## src/rtl/rxf_pkg.sv

```systemverilog
package rxf_pkg;
  typedef enum logic [2:0] {
    A_CTRL   = 3'd0,
    A_LEVELS = 3'd1,
    A_STATUS = 3'd2,
    A_DATA   = 3'd3,
    A_FILL   = 3'd4,
    A_SIZE   = 3'd5
  } reg_addr_e;

  localparam int unsigned CTRL_FLUSH  = 0;
  localparam int unsigned CTRL_EN     = 1;
  localparam int unsigned ST_NEMPTY   = 12;
  localparam int unsigned ST_NAEMPTY  = 13;
  localparam int unsigned ST_NAFULL   = 14;
  localparam int unsigned ST_NFULL    = 15;
  localparam int unsigned ST_UNDER    = 22;
  localparam int unsigned ST_OVER     = 23;
  localparam int unsigned AE_LSB      = 0;
  localparam int unsigned AE_W        = 16;
  localparam int unsigned AF_LSB      = 16;
  localparam int unsigned AF_W        = 8;
  localparam int unsigned LVL_W       = AF_LSB + AF_W;
  localparam int unsigned CNT_FIELD_W = 20;
  localparam int unsigned ERR_UNDER   = 0;
  localparam int unsigned ERR_OVER    = 1;
  localparam int unsigned ERR_N       = 2;
endpackage

```

## src/rtl/rxf_store.sv

```systemverilog
module rxf_store #(
  parameter int unsigned DEPTH = 16,
  parameter int unsigned DW    = 32
) (
  input  logic                         clk,
  input  logic                         rst_n,
  input  logic                         flush,
  input  logic                         push,
  input  logic                         pop,
  input  logic [DW-1:0]                wdata,
  output logic [DW-1:0]                head,
  output logic [$clog2(DEPTH+1)-1:0]   count,
  output logic                         full,
  output logic                         empty
);
  localparam int unsigned AW = (DEPTH > 1) ? $clog2(DEPTH) : 1;
  localparam int unsigned CW = $clog2(DEPTH + 1);

  logic [DW-1:0] mem [DEPTH];
  logic [AW-1:0] wr_ptr_q, wr_ptr_d, rd_ptr_q, rd_ptr_d;
  logic [CW-1:0] cnt_q, cnt_d;

  function automatic logic [AW-1:0] ptr_inc(input logic [AW-1:0] p);
    return (p == AW'(DEPTH - 1)) ? '0 : p + 1'b1;
  endfunction

  always_comb begin
    wr_ptr_d = wr_ptr_q;
    rd_ptr_d = rd_ptr_q;
    cnt_d    = cnt_q;
    if (flush) begin
      wr_ptr_d = '0;
      rd_ptr_d = '0;
      cnt_d    = '0;
    end else begin
      if (push) wr_ptr_d = ptr_inc(wr_ptr_q);
      if (pop)  rd_ptr_d = ptr_inc(rd_ptr_q);
      case ({push, pop})
        2'b10:   cnt_d = cnt_q + 1'b1;
        2'b01:   cnt_d = cnt_q - 1'b1;
        default: cnt_d = cnt_q;
      endcase
    end
  end

  always_ff @(posedge clk or negedge rst_n) begin
    if (!rst_n) begin
      wr_ptr_q <= '0;
      rd_ptr_q <= '0;
      cnt_q    <= '0;
    end else begin
      wr_ptr_q <= wr_ptr_d;
      rd_ptr_q <= rd_ptr_d;
      cnt_q    <= cnt_d;
    end
  end

  always_ff @(posedge clk) begin
    if (push) mem[wr_ptr_q] <= wdata;
  end

  assign head  = mem[rd_ptr_q];
  assign count = cnt_q;
  assign full  = (cnt_q == CW'(DEPTH));
  assign empty = (cnt_q == '0);


  cnt_bound_chk: assert property (@(posedge clk) disable iff (!rst_n)
    cnt_q <= CW'(DEPTH));

  flush_empty_chk: assert property (@(posedge clk) disable iff (!rst_n)
    flush |=> (cnt_q == '0));

  full_hold_chk: assert property (@(posedge clk) disable iff (!rst_n)
    (full && !pop && !flush) |=> full);

  pop_nonempty_chk: assert property (@(posedge clk) disable iff (!rst_n)
    pop |-> !empty);
endmodule

```

## src/rtl/rxf_levels.sv

```systemverilog
module rxf_levels #(
  parameter int unsigned DEPTH = 16,
  parameter int unsigned CW    = 5,
  parameter int unsigned AEW   = 16,
  parameter int unsigned AFW   = 8
) (
  input  logic [CW-1:0]  count,
  input  logic [AEW-1:0] ae_level,
  input  logic [AFW-1:0] af_level,
  output logic           almost_empty,
  output logic           almost_full
);
  localparam int unsigned XW = 34;

  logic [XW-1:0] cnt_x, ae_x, af_x;

  always_comb begin
    cnt_x        = XW'(count);
    ae_x         = XW'(ae_level);
    af_x         = XW'(af_level);
    almost_empty = (cnt_x <= ae_x);
    almost_full  = ((cnt_x + af_x) >= XW'(DEPTH));
  end
endmodule

```

## src/rtl/rxf_sticky.sv

```systemverilog
module rxf_sticky #(
  parameter int unsigned N = 2
) (
  input  logic         clk,
  input  logic         rst_n,
  input  logic [N-1:0] set,
  input  logic [N-1:0] clr,
  output logic [N-1:0] flags
);
  logic [N-1:0] flag_q, flag_d;

  for (genvar i = 0; i < N; i++) begin : g_flag
    always_comb flag_d[i] = set[i] | (flag_q[i] & ~clr[i]);

    always_ff @(posedge clk or negedge rst_n) begin
      if (!rst_n) flag_q[i] <= 1'b0;
      else        flag_q[i] <= flag_d[i];
    end


    sticky_hold_chk: assert property (@(posedge clk) disable iff (!rst_n)
      (flag_q[i] && !clr[i]) |=> flag_q[i]);

    set_wins_chk: assert property (@(posedge clk) disable iff (!rst_n)
      set[i] |=> flag_q[i]);
  end

  assign flags = flag_q;
endmodule

```

## src/rtl/rx_port_fifo.sv

```systemverilog
module rx_port_fifo #(
  parameter int unsigned DEPTH = 16
) (
  input  logic        clk,
  input  logic        rst_n,
  input  logic        rx_valid,
  input  logic [31:0] rx_word,
  input  logic        bus_wr,
  input  logic        bus_rd,
  input  logic [2:0]  bus_addr,
  input  logic [31:0] bus_wdata,
  output logic [31:0] bus_rdata
);
  import rxf_pkg::*;

  localparam int unsigned DW = 32;
  localparam int unsigned CW = $clog2(DEPTH + 1);

  logic              en_q, en_d;
  logic [LVL_W-1:0]  lvl_q, lvl_d;
  logic [DW-1:0]     rdata_q, rdata_d;
  logic [DW-1:0]     last_q, last_d;

  logic              wr_ctrl, wr_lvl, wr_stat, rd_dat;
  logic              flush, push, pop;
  logic [DW-1:0]     head;
  logic [CW-1:0]     fill;
  logic              full, empty, aempty, afull;
  logic [ERR_N-1:0]  err_set, err_clr, err_flags;
  logic [DW-1:0]     status_w;

  always_comb begin
    wr_ctrl = bus_wr && (bus_addr == A_CTRL);
    wr_lvl  = bus_wr && (bus_addr == A_LEVELS);
    wr_stat = bus_wr && (bus_addr == A_STATUS);
    rd_dat  = bus_rd && (bus_addr == A_DATA);
    flush   = wr_ctrl && bus_wdata[CTRL_FLUSH];
    pop     = rd_dat && !empty && !flush;
    push    = rx_valid && en_q && !flush && (!full || pop);
    err_set[ERR_OVER]  = rx_valid && en_q && !flush && full && !pop;
    err_set[ERR_UNDER] = rd_dat && empty;
    err_clr[ERR_OVER]  = wr_stat && bus_wdata[ST_OVER];
    err_clr[ERR_UNDER] = wr_stat && bus_wdata[ST_UNDER];
  end

  rxf_store #(.DEPTH(DEPTH), .DW(DW)) u_store (
    .clk   (clk),
    .rst_n (rst_n),
    .flush (flush),
    .push  (push),
    .pop   (pop),
    .wdata (rx_word),
    .head  (head),
    .count (fill),
    .full  (full),
    .empty (empty)
  );

  rxf_levels #(.DEPTH(DEPTH), .CW(CW), .AEW(AE_W), .AFW(AF_W)) u_levels (
    .count        (fill),
    .ae_level     (lvl_q[AE_LSB +: AE_W]),
    .af_level     (lvl_q[AF_LSB +: AF_W]),
    .almost_empty (aempty),
    .almost_full  (afull)
  );

  rxf_sticky #(.N(ERR_N)) u_errs (
    .clk   (clk),
    .rst_n (rst_n),
    .set   (err_set),
    .clr   (err_clr),
    .flags (err_flags)
  );

  always_comb begin
    status_w             = '0;
    status_w[ST_NEMPTY]  = !empty;
    status_w[ST_NAEMPTY] = !aempty;
    status_w[ST_NAFULL]  = !afull;
    status_w[ST_NFULL]   = !full;
    status_w[ST_UNDER]   = err_flags[ERR_UNDER];
    status_w[ST_OVER]    = err_flags[ERR_OVER];
  end

  always_comb begin
    en_d    = wr_ctrl ? bus_wdata[CTRL_EN] : en_q;
    lvl_d   = wr_lvl ? bus_wdata[LVL_W-1:0] : lvl_q;
    last_d  = pop ? head : last_q;
    rdata_d = rdata_q;
    if (bus_rd) begin
      case (bus_addr)
        A_CTRL:   rdata_d = DW'({en_q, 1'b0});
        A_LEVELS: rdata_d = DW'(lvl_q);
        A_STATUS: rdata_d = status_w;
        A_DATA:   rdata_d = empty ? last_q : head;
        A_FILL:   rdata_d = DW'(CNT_FIELD_W'(fill));
        A_SIZE:   rdata_d = DW'(CNT_FIELD_W'(DEPTH));
        default:  rdata_d = '0;
      endcase
    end
  end

  always_ff @(posedge clk or negedge rst_n) begin
    if (!rst_n) begin
      en_q    <= 1'b0;
      lvl_q   <= '0;
      rdata_q <= '0;
      last_q  <= '0;
    end else begin
      en_q    <= en_d;
      lvl_q   <= lvl_d;
      rdata_q <= rdata_d;
      last_q  <= last_d;
    end
  end

  assign bus_rdata = rdata_q;


  disabled_hold_chk: assert property (@(posedge clk) disable iff (!rst_n)
    (!en_q && !rd_dat && !flush) |=> $stable(fill));

  overrun_set_chk: assert property (@(posedge clk) disable iff (!rst_n)
    (rx_valid && en_q && full && !rd_dat && !flush) |=> (err_flags[ERR_OVER] && full));

  underrun_set_chk: assert property (@(posedge clk) disable iff (!rst_n)
    (rd_dat && empty) |=> err_flags[ERR_UNDER]);

  full_swap_chk: assert property (@(posedge clk) disable iff (!rst_n)
    (full && rx_valid && en_q && rd_dat && !flush && !err_flags[ERR_OVER]) |=> (full && !err_flags[ERR_OVER]));

  flush_keeps_err_chk: assert property (@(posedge clk) disable iff (!rst_n)
    (flush && err_flags[ERR_OVER] && !err_clr[ERR_OVER]) |=> err_flags[ERR_OVER]);
endmodule

```

## config.mk

```make
export PLATFORM = sky130hd
export DESIGN_NAME = rx_port_fifo
export DESIGN_NICKNAME = d
export VERILOG_FILES = /design/src/rtl/rxf_pkg.sv /design/src/rtl/rxf_store.sv /design/src/rtl/rxf_levels.sv /design/src/rtl/rxf_sticky.sv /design/src/rtl/rx_port_fifo.sv
export SDC_FILE = /design/constraint.sdc
export NUM_CORES = 1
export LEC_CHECK = 0
export ABC_AREA = 1
export BUFFER_PORTS_ARGS = -buffer_cell sky130_fd_sc_hd__buf_4
export CORE_MARGIN = 3
export CORE_UTILIZATION = 62
export DETAILED_ROUTE_END_ITERATION = 10
export GPL_TIMING_DRIVEN = 0
export HOLD_SLACK_MARGIN = 0.12
export PLACE_DENSITY = 0.81
export SYNTH_ARGS = -nofsm -noshare
export SYNTH_HDL_FRONTEND = slang
export SYNTH_SLANG_ARGS = --single-unit
export TNS_END_PERCENT = 30
```

## constraint.sdc

```tcl
create_clock -name clk -period 3.7 [get_ports clk]
set_input_delay 0.37 -clock clk [delete_from_list [all_inputs] [get_ports clk]]
set_output_delay 0.37 -clock clk [all_outputs]
set_load 0.01 [all_outputs]
```

* Word-level counts from Yosys, hierarchy flattened
Memories as Yosys holds them, arrays and structs flattened. Index checks and enable logic that the tools add are counted.
Storage, ports and cells: memories kept 1, word-level logic and storage cells 72, bits of input ports 72, output and inout bits 32, bits in writable memories 512, register bits 104
Cells by class: reduce and logical (&&, ||, !) cells 27, add/sub/neg operators 5, order comparisons 2, equality and inequality tests 10, muxes and demuxes 12, bitwise logic cells 6
Memories:
- u_store.mem | depth 16, bits a word 32, read ports 1, clocked after Yosys merged registers in 0, write ports 1, line rxf_store.sv:19 | logic [DW-1:0] mem [DEPTH];
Operators with widths (number):
- 32-bit one-hot mux with 6 select lines | 1
- 34-bit by 5-bit greater-or-equal comparator with 1-bit output, second input constant | 1
- 32-bit two-way mux | 1
- 4-bit two-way mux | 6
- 5-bit by 16-bit <= comparator with 1-bit output | 1
- 1-bit logical AND | 15
- 5-bit one-hot mux with 2 select lines | 1
- 5-bit by 8-bit adder with 9-bit output | 1
- 4-bit by 1-bit adder with 4-bit output, second input constant | 2
- 4-bit equality test, second input constant | 2
- 3-bit by 2-bit equality test with 1-bit output, second input constant | 2
- 3-bit equality test, second input constant | 2
- 1-bit zero test | 6
- 5-bit by 1-bit adder with 5-bit output, second input constant | 1
- 5-bit equality test, second input constant | 1
- 5-bit zero test | 1
- 5-bit two-way mux | 1
- 5-bit by 1-bit subtractor with 5-bit output, second input constant | 1
- 2-bit nonzero test | 2
- 3-bit by 1-bit equality test with 1-bit output, second input constant | 1
- 3-bit zero test | 1
- 3-bit nonzero test | 1
- 1-bit bitwise AND | 2
- 2-bit by 1-bit equality test with 1-bit output, second input constant | 1
- 5 further kinds | 8

* Depth between registers and ports, before layout
word-level depth 10, mapped depth 18, gate-level depth less buffers 18

* By module
Synthesis repeated with hierarchy kept, for this count alone.
Unflattened totals: cell total of the unflattened synthesis 2184, area total of the unflattened synthesis 25308.0 um^2
Modules (own cells, without submodules):
- rxf_store | area an instance 20737.4 um^2, times used 1, cells an instance 1587
- rx_port_fifo | area an instance 4137.7 um^2, times used 1, cells an instance 524
- rxf_levels | area an instance 352.8 um^2, times used 1, cells an instance 63
- rxf_sticky | area an instance 80.1 um^2, times used 1, cells an instance 10

* Least setup slack after synthesis
No wires, ideal clock.
path kind in2reg, start point input port bus_rd, end point memory u_store.mem[11][0] (enable), stages on the path 9, path buffers 1, slack 601 ps, library setup time 421 ps, arrival time 2678 ps, cells stage by stage clkbuf_1 -> inv_1 -> nor2_4 -> nand2_2 -> nand2_2 -> nand3_2 -> inv_2 -> nand2_1 -> nor2_1
On the way: cells in the longest elaborated chain, start to end 7
Ends and longest elaborated chain:
- start: declaration | line rx_port_fifo.sv:9 | input logic bus_rd,
- 1-bit logical AND | line rx_port_fifo.sv:36 | rd_dat = bus_rd && (bus_addr == A_DATA);
- 1-bit logical AND (2 in a row) | line rx_port_fifo.sv:38 | pop = rd_dat && !empty && !flush;
- 1-bit logical OR | line rx_port_fifo.sv:39 | push = rx_valid && en_q && !flush && (!full || pop);
- 1-bit logical AND | line rx_port_fifo.sv:39
- 1-bit two-way mux | line rxf_store.sv:59 | if (push) mem[wr_ptr_q] <= wdata;
- 1-bit two-way mux (not written as such) | line rxf_store.sv:59
- end: declaration | line rxf_store.sv:19
No other way between the ends.

* Final worst setup path
start point register u_store.cnt_q[1], in the netlist u_store.count[1], end point memory u_store.mem[4][23] (enable)
On the way: cells in the longest elaborated chain, start to end 8, elaborated cells on any way between the ends 10, classes of those cells eq/ne: 1; mux: 2; reduce/logical: 7
Ends and longest elaborated chain:
- start: declaration | line rxf_store.sv:21 | logic [CW-1:0] cnt_q, cnt_d;
- start signal: assignment | line rxf_store.sv:54 | cnt_q <= cnt_d;
- 5-bit zero test | line rxf_store.sv:65 | assign empty = (cnt_q == '0);
- 1-bit zero test | line rx_port_fifo.sv:38
- 1-bit logical AND (2 in a row) | line rx_port_fifo.sv:38
- 1-bit logical OR * | line rx_port_fifo.sv:39
- 1-bit logical AND * | line rx_port_fifo.sv:39
- 1-bit two-way mux * | line rxf_store.sv:59
- 1-bit two-way mux (not written as such) * | line rxf_store.sv:59
Mark *: on every way between the ends. The rest lies on a longest branch, timed or not.

==> results.txt <==
The run finished with clean final reports. VDD sags by at most 0.4630 mV. After detailed routing, the number of vias per cell comes to approximately 5.8. The critical path in this run is classified as flip-flop to flip-flop. The hold violation count in the final report is 0. The biggest cell delay along the critical path is 0.64 ns. The width of the die came out at 213.4 um.

In this run the worst path has a maximum fanout of 17. The critical path goes through clkinv_1, nand4_1, nand2_2, nand2_2, nand3_2, inv_2, nand2_1, nor2_4, buf_16. The utilization of the core after routing is approximately three quarters. The filler cells instantiated in the layout total around 2,600.

The clock latency on the worst-skew pair came out at 0.62 ns. The H-tree generated during clock tree synthesis spans 2 levels. The number of instances resized during post-cts repair came out at 0. The aggregate global routing overflow came out at 0. The setup clock skew after layout is 0.01448 ns. The sequential fraction of the synthesis area is 67.43%.

Across the run, the number of max-cap violations was 0. The cell total after placement is 3,268. The post-route netlist has between 10% and 20% of its cells at a drive strength greater than 1. The hold buffer count at CTS came out at 60. The initial antenna violation count is 1. 0 antenna diodes ended up in the layout. STA classifies the critical path startpoint as a flip-flop. The post-synthesis instance total is 2,619. The maximum count of clock buffers along a single path came out at 3. The number of buffers inserted by post-CTS setup repair came out at 0. In the final routed layout, each cell accounts on average for just over 20 um. Among the stages of the critical path, the cell type that occurs most often is nand2_2.

For this run, asynchronously set or reset flops after synthesis account for 16.88%. The total buffers and inverters traversed by the critical path came out at 3. The achievable clock frequency came out at around 310 MHz.

The worst hold path belongs to the class primary input to async pin. For the final routed database, the setup TNS stands at 0 ns. The total number of yosys warnings came out at 0.

The actual transition at the worst max-transition pin came out at just under 0.8 ns. The total detailed-routing wirelength came out at 70.54 mm. The via count of the first global-routing pass came to 19,746. During I/O placement, the number of pins put on the boundary was 104. The primary flip-flop cell chosen by synthesis mapping is edfxtp_1. The data arrival time of the worst path is 3.52 ns. After the flow finishes, the layout carries non-filler instances totaling 3,441. The TritonCTS buffer count is 59.

Entering global routing, the biggest net connects around 110 pins. The first global-routing pass estimated 106.1 mm of wire. The number of design-rule violations left by the first detailed-router iteration came out at 2,681. The mean post-synth cell area is 10.18 um2.

The setup slack at placement came out at about 0.52 ns. In this run the remaining antenna-violating nets after routing total 0. The number of distinct standard cells referenced by the synthesized netlist is 40. The floorplan has 75 rows. The count of port buffers added during placement came out at 94.

Clock-pin slew was measured on the worst setup and hold paths at 0.06 ns. The number of vias after detailed routing came out at 19,958. The internal power of the cells totals 13.77 mW. Of the total power, combinational logic draws between 30% and 40%. The total standard cell area after synthesis is about 27,000 um2. The power per standard cell area came out at around 700 nW/um2. Summed over all nets, the half-perimeter wirelength after detailed placement is 46.49 mm.

The reported leakage power came out at 13.41 nW. The setup violation total in the final timing report is 0. The met3 demand-to-capacity share in global routing is 8.032%. The most utilized layer in the global route result is met2. The tree is rooted in a clkbuf_16. The switching fraction of total power came out at ~37%. In this run, synthesis produced a sequential element count of 616. The share of total power dissipated in the clock network is 27.9%. Compared with the post-synthesis result, the final layout area differs by 16.58%. The area of the core came out at 42,230 um2. The die boundary height came out at 213.4 um. For this design, the slowest cell found on the critical path is nor2_4. The net total in the final layout is 2,943. The share of the clock period used by the worst path after layout is 86.34%. The DRC violation count after routing is 0. On the critical path the largest part of the delay comes from simple AND/OR/NAND/NOR gates. The synthesized design spends more area on one cell type than any other, namely edfxtp_1. The final worst setup slack came out at 0.5056 ns. The worst path in the final design needs a cycle of 3.194 ns, including I/O delays and setup. The net switching power of the design is around 8.0 mW. Setup repair after global routing left no endpoint under its margin. In the post-synthesis netlist, the biggest area contributors are edfxtp_1, nand2_1, dfrtp_1. The count of pins over their slew limit came out at 0.

The met2 global-route usage is 50.06%. The number of nets handed over by synthesis was 2,711. STA classifies the critical path endpoint as a flip-flop. The met1 capacity usage during global routing is 39.86%.

In the global route stage, overall resource usage came out at 30.90%. The weighted congestion reported at the end of routability-driven placement came out at approximately 0.87. The initial core utilization came out at roughly 63%.

Sequential cells account for 39.1% of the total power. The count of flip-flops with a built-in enable after synthesis is ~510. The relative slew slack is 47.98%. The number of sinks on the clock net is 616. In this run the biggest area consumer among cell types represents between 50% and 60% of the synthesized area. The critical path required time is around 4.0 ns.

The area of the die came out at about 46,000 um2. The number of iterations in the first detailed-routing pass is 6. TritonCTS built the clock tree.
## cell usage after synthesis (18+ instances only)
cell      instances
a21oi_1          19
a31oi_1          24
buf_2            58
clkbuf_1         43
dfrtp_1         104
edfxtp_1        512
ha_1             18
inv_1           303
nand2_1         876
nand3_1         249
nor2_1          198
o21ai_0          66
o21ai_1          18
o22ai_1          23
## per-stage QoR
stage	cell area (um2)	hold WS, ns	power [mW]
after CTS	31050	0.1432	21.58
after detailed placement	28500	0.4658	15.48
after global placement	28040	0.4637	15.10
final	31080	0.1435	21.78
after floorplan	26660	0.07441	12.86
after global routing	31080	0.1464	22.73
## flip-flops by register name, indices dropped and copies added, names as in the netlist
name and count:
u_store.rd_ptr_q 4, u_store.wr_ptr_q 4, en_q 1, u_store.mem 512
lvl_q 24, last_q 32, u_store.count 5, u_errs.flags 2
bus_rdata 32
## final timing paths
path                       cells past startpoint  slack, ns                    startpoint                      endpoint
min in group clk                               6       0.17                   bus_addr[2]      bus_rdata[6]$_DFFE_PN0P_
setup reg to reg                               9       0.51  u_store.count[1]$_DFFE_PN0P_  u_store.mem[4][23]$_DFFE_PP_
hold reg to reg                                2       0.48     bus_rdata[12]$_DFFE_PN0P_     bus_rdata[12]$_DFFE_PN0P_
setup / recovery                               9       0.51  u_store.count[1]$_DFFE_PN0P_  u_store.mem[4][23]$_DFFE_PP_
max in group asynchronous                      3       2.87                         rst_n     bus_rdata[25]$_DFFE_PN0P_
hold / removal                                 2       0.14                         rst_n     bus_rdata[10]$_DFFE_PN0P_
## cell usage in the layout (no fill, tap or decap), types with 19 or more instances in the layout
cell	instances
nand2_1	876
edfxtp_1	512
inv_1	303
nand3_1	249
nor2_1	182
dfrtp_1	104
buf_4	102
o21ai_0	66
clkbuf_16	60
dlygate4sd3_1	60
buf_2	58
clkbuf_1	51
a31oi_1	24
o22ai_1	23
clkinv_1	21
a21oi_1	19
## cells by family after synthesis
kind of cell | share of synthesized area [%]
muxes | 0.4224
and+or+nand+nor | 20.32
adders and majority gates | 0.9950
xor gates and xnor gates | 0.06572
DFF | 67.43
buffers and inverters | 6.852
AOI/OAI and AO/OA | 3.919
## worst register-to-register path, cell delays in order (launching register included)
cell and delay [ns]:
dfrtp_1 0.55, clkinv_1 0.27, nand4_1 0.33, nand2_2 0.17
nand2_2 0.11, nand3_2 0.12, inv_2 0.15, nand2_1 0.31
nor2_4 0.65, buf_16 0.24
## cell type report
| class | instances | area, um2 | share of cell area [%] |
|---|---|---|---|
| repair buffers | 171 | 1673 | 5.382 |
| inverters | 324 | 1217 | 3.917 |
| clock buffers | 71 | 1573 | 5.060 |
| flip-flops and latches | 616 | 17980 | 57.84 |
| multi-input cells | 1553 | 6977 | 22.45 |
| plain buffers | 126 | 609.3 | 1.960 |
| well taps | 539 | 674.4 | 2.170 |
| clock inverters | 41 | 380.4 | 1.224 |
## power by group through the flow
stage,clock network (mW),registers [mW],logic [mW]
final,6.07,8.51,7.20
after global routing,6.39,8.56,7.79
after CTS,6.09,8.50,6.99
after detailed placement,0,8.63,6.85
after global placement,0,8.63,6.47
after floorplan,0,8.58,4.28
## per-layer routing
layer  share of wire, %  wire length [um]  up-vias
met2                 47             33450     1322
met4                4.1              2913        2
met5              0.024                17        -
met3                 12              8594      252
met1                 36             25560     9358
li1                   -                 -     9024
Note: power is estimated with default switching activity, not from simulation.
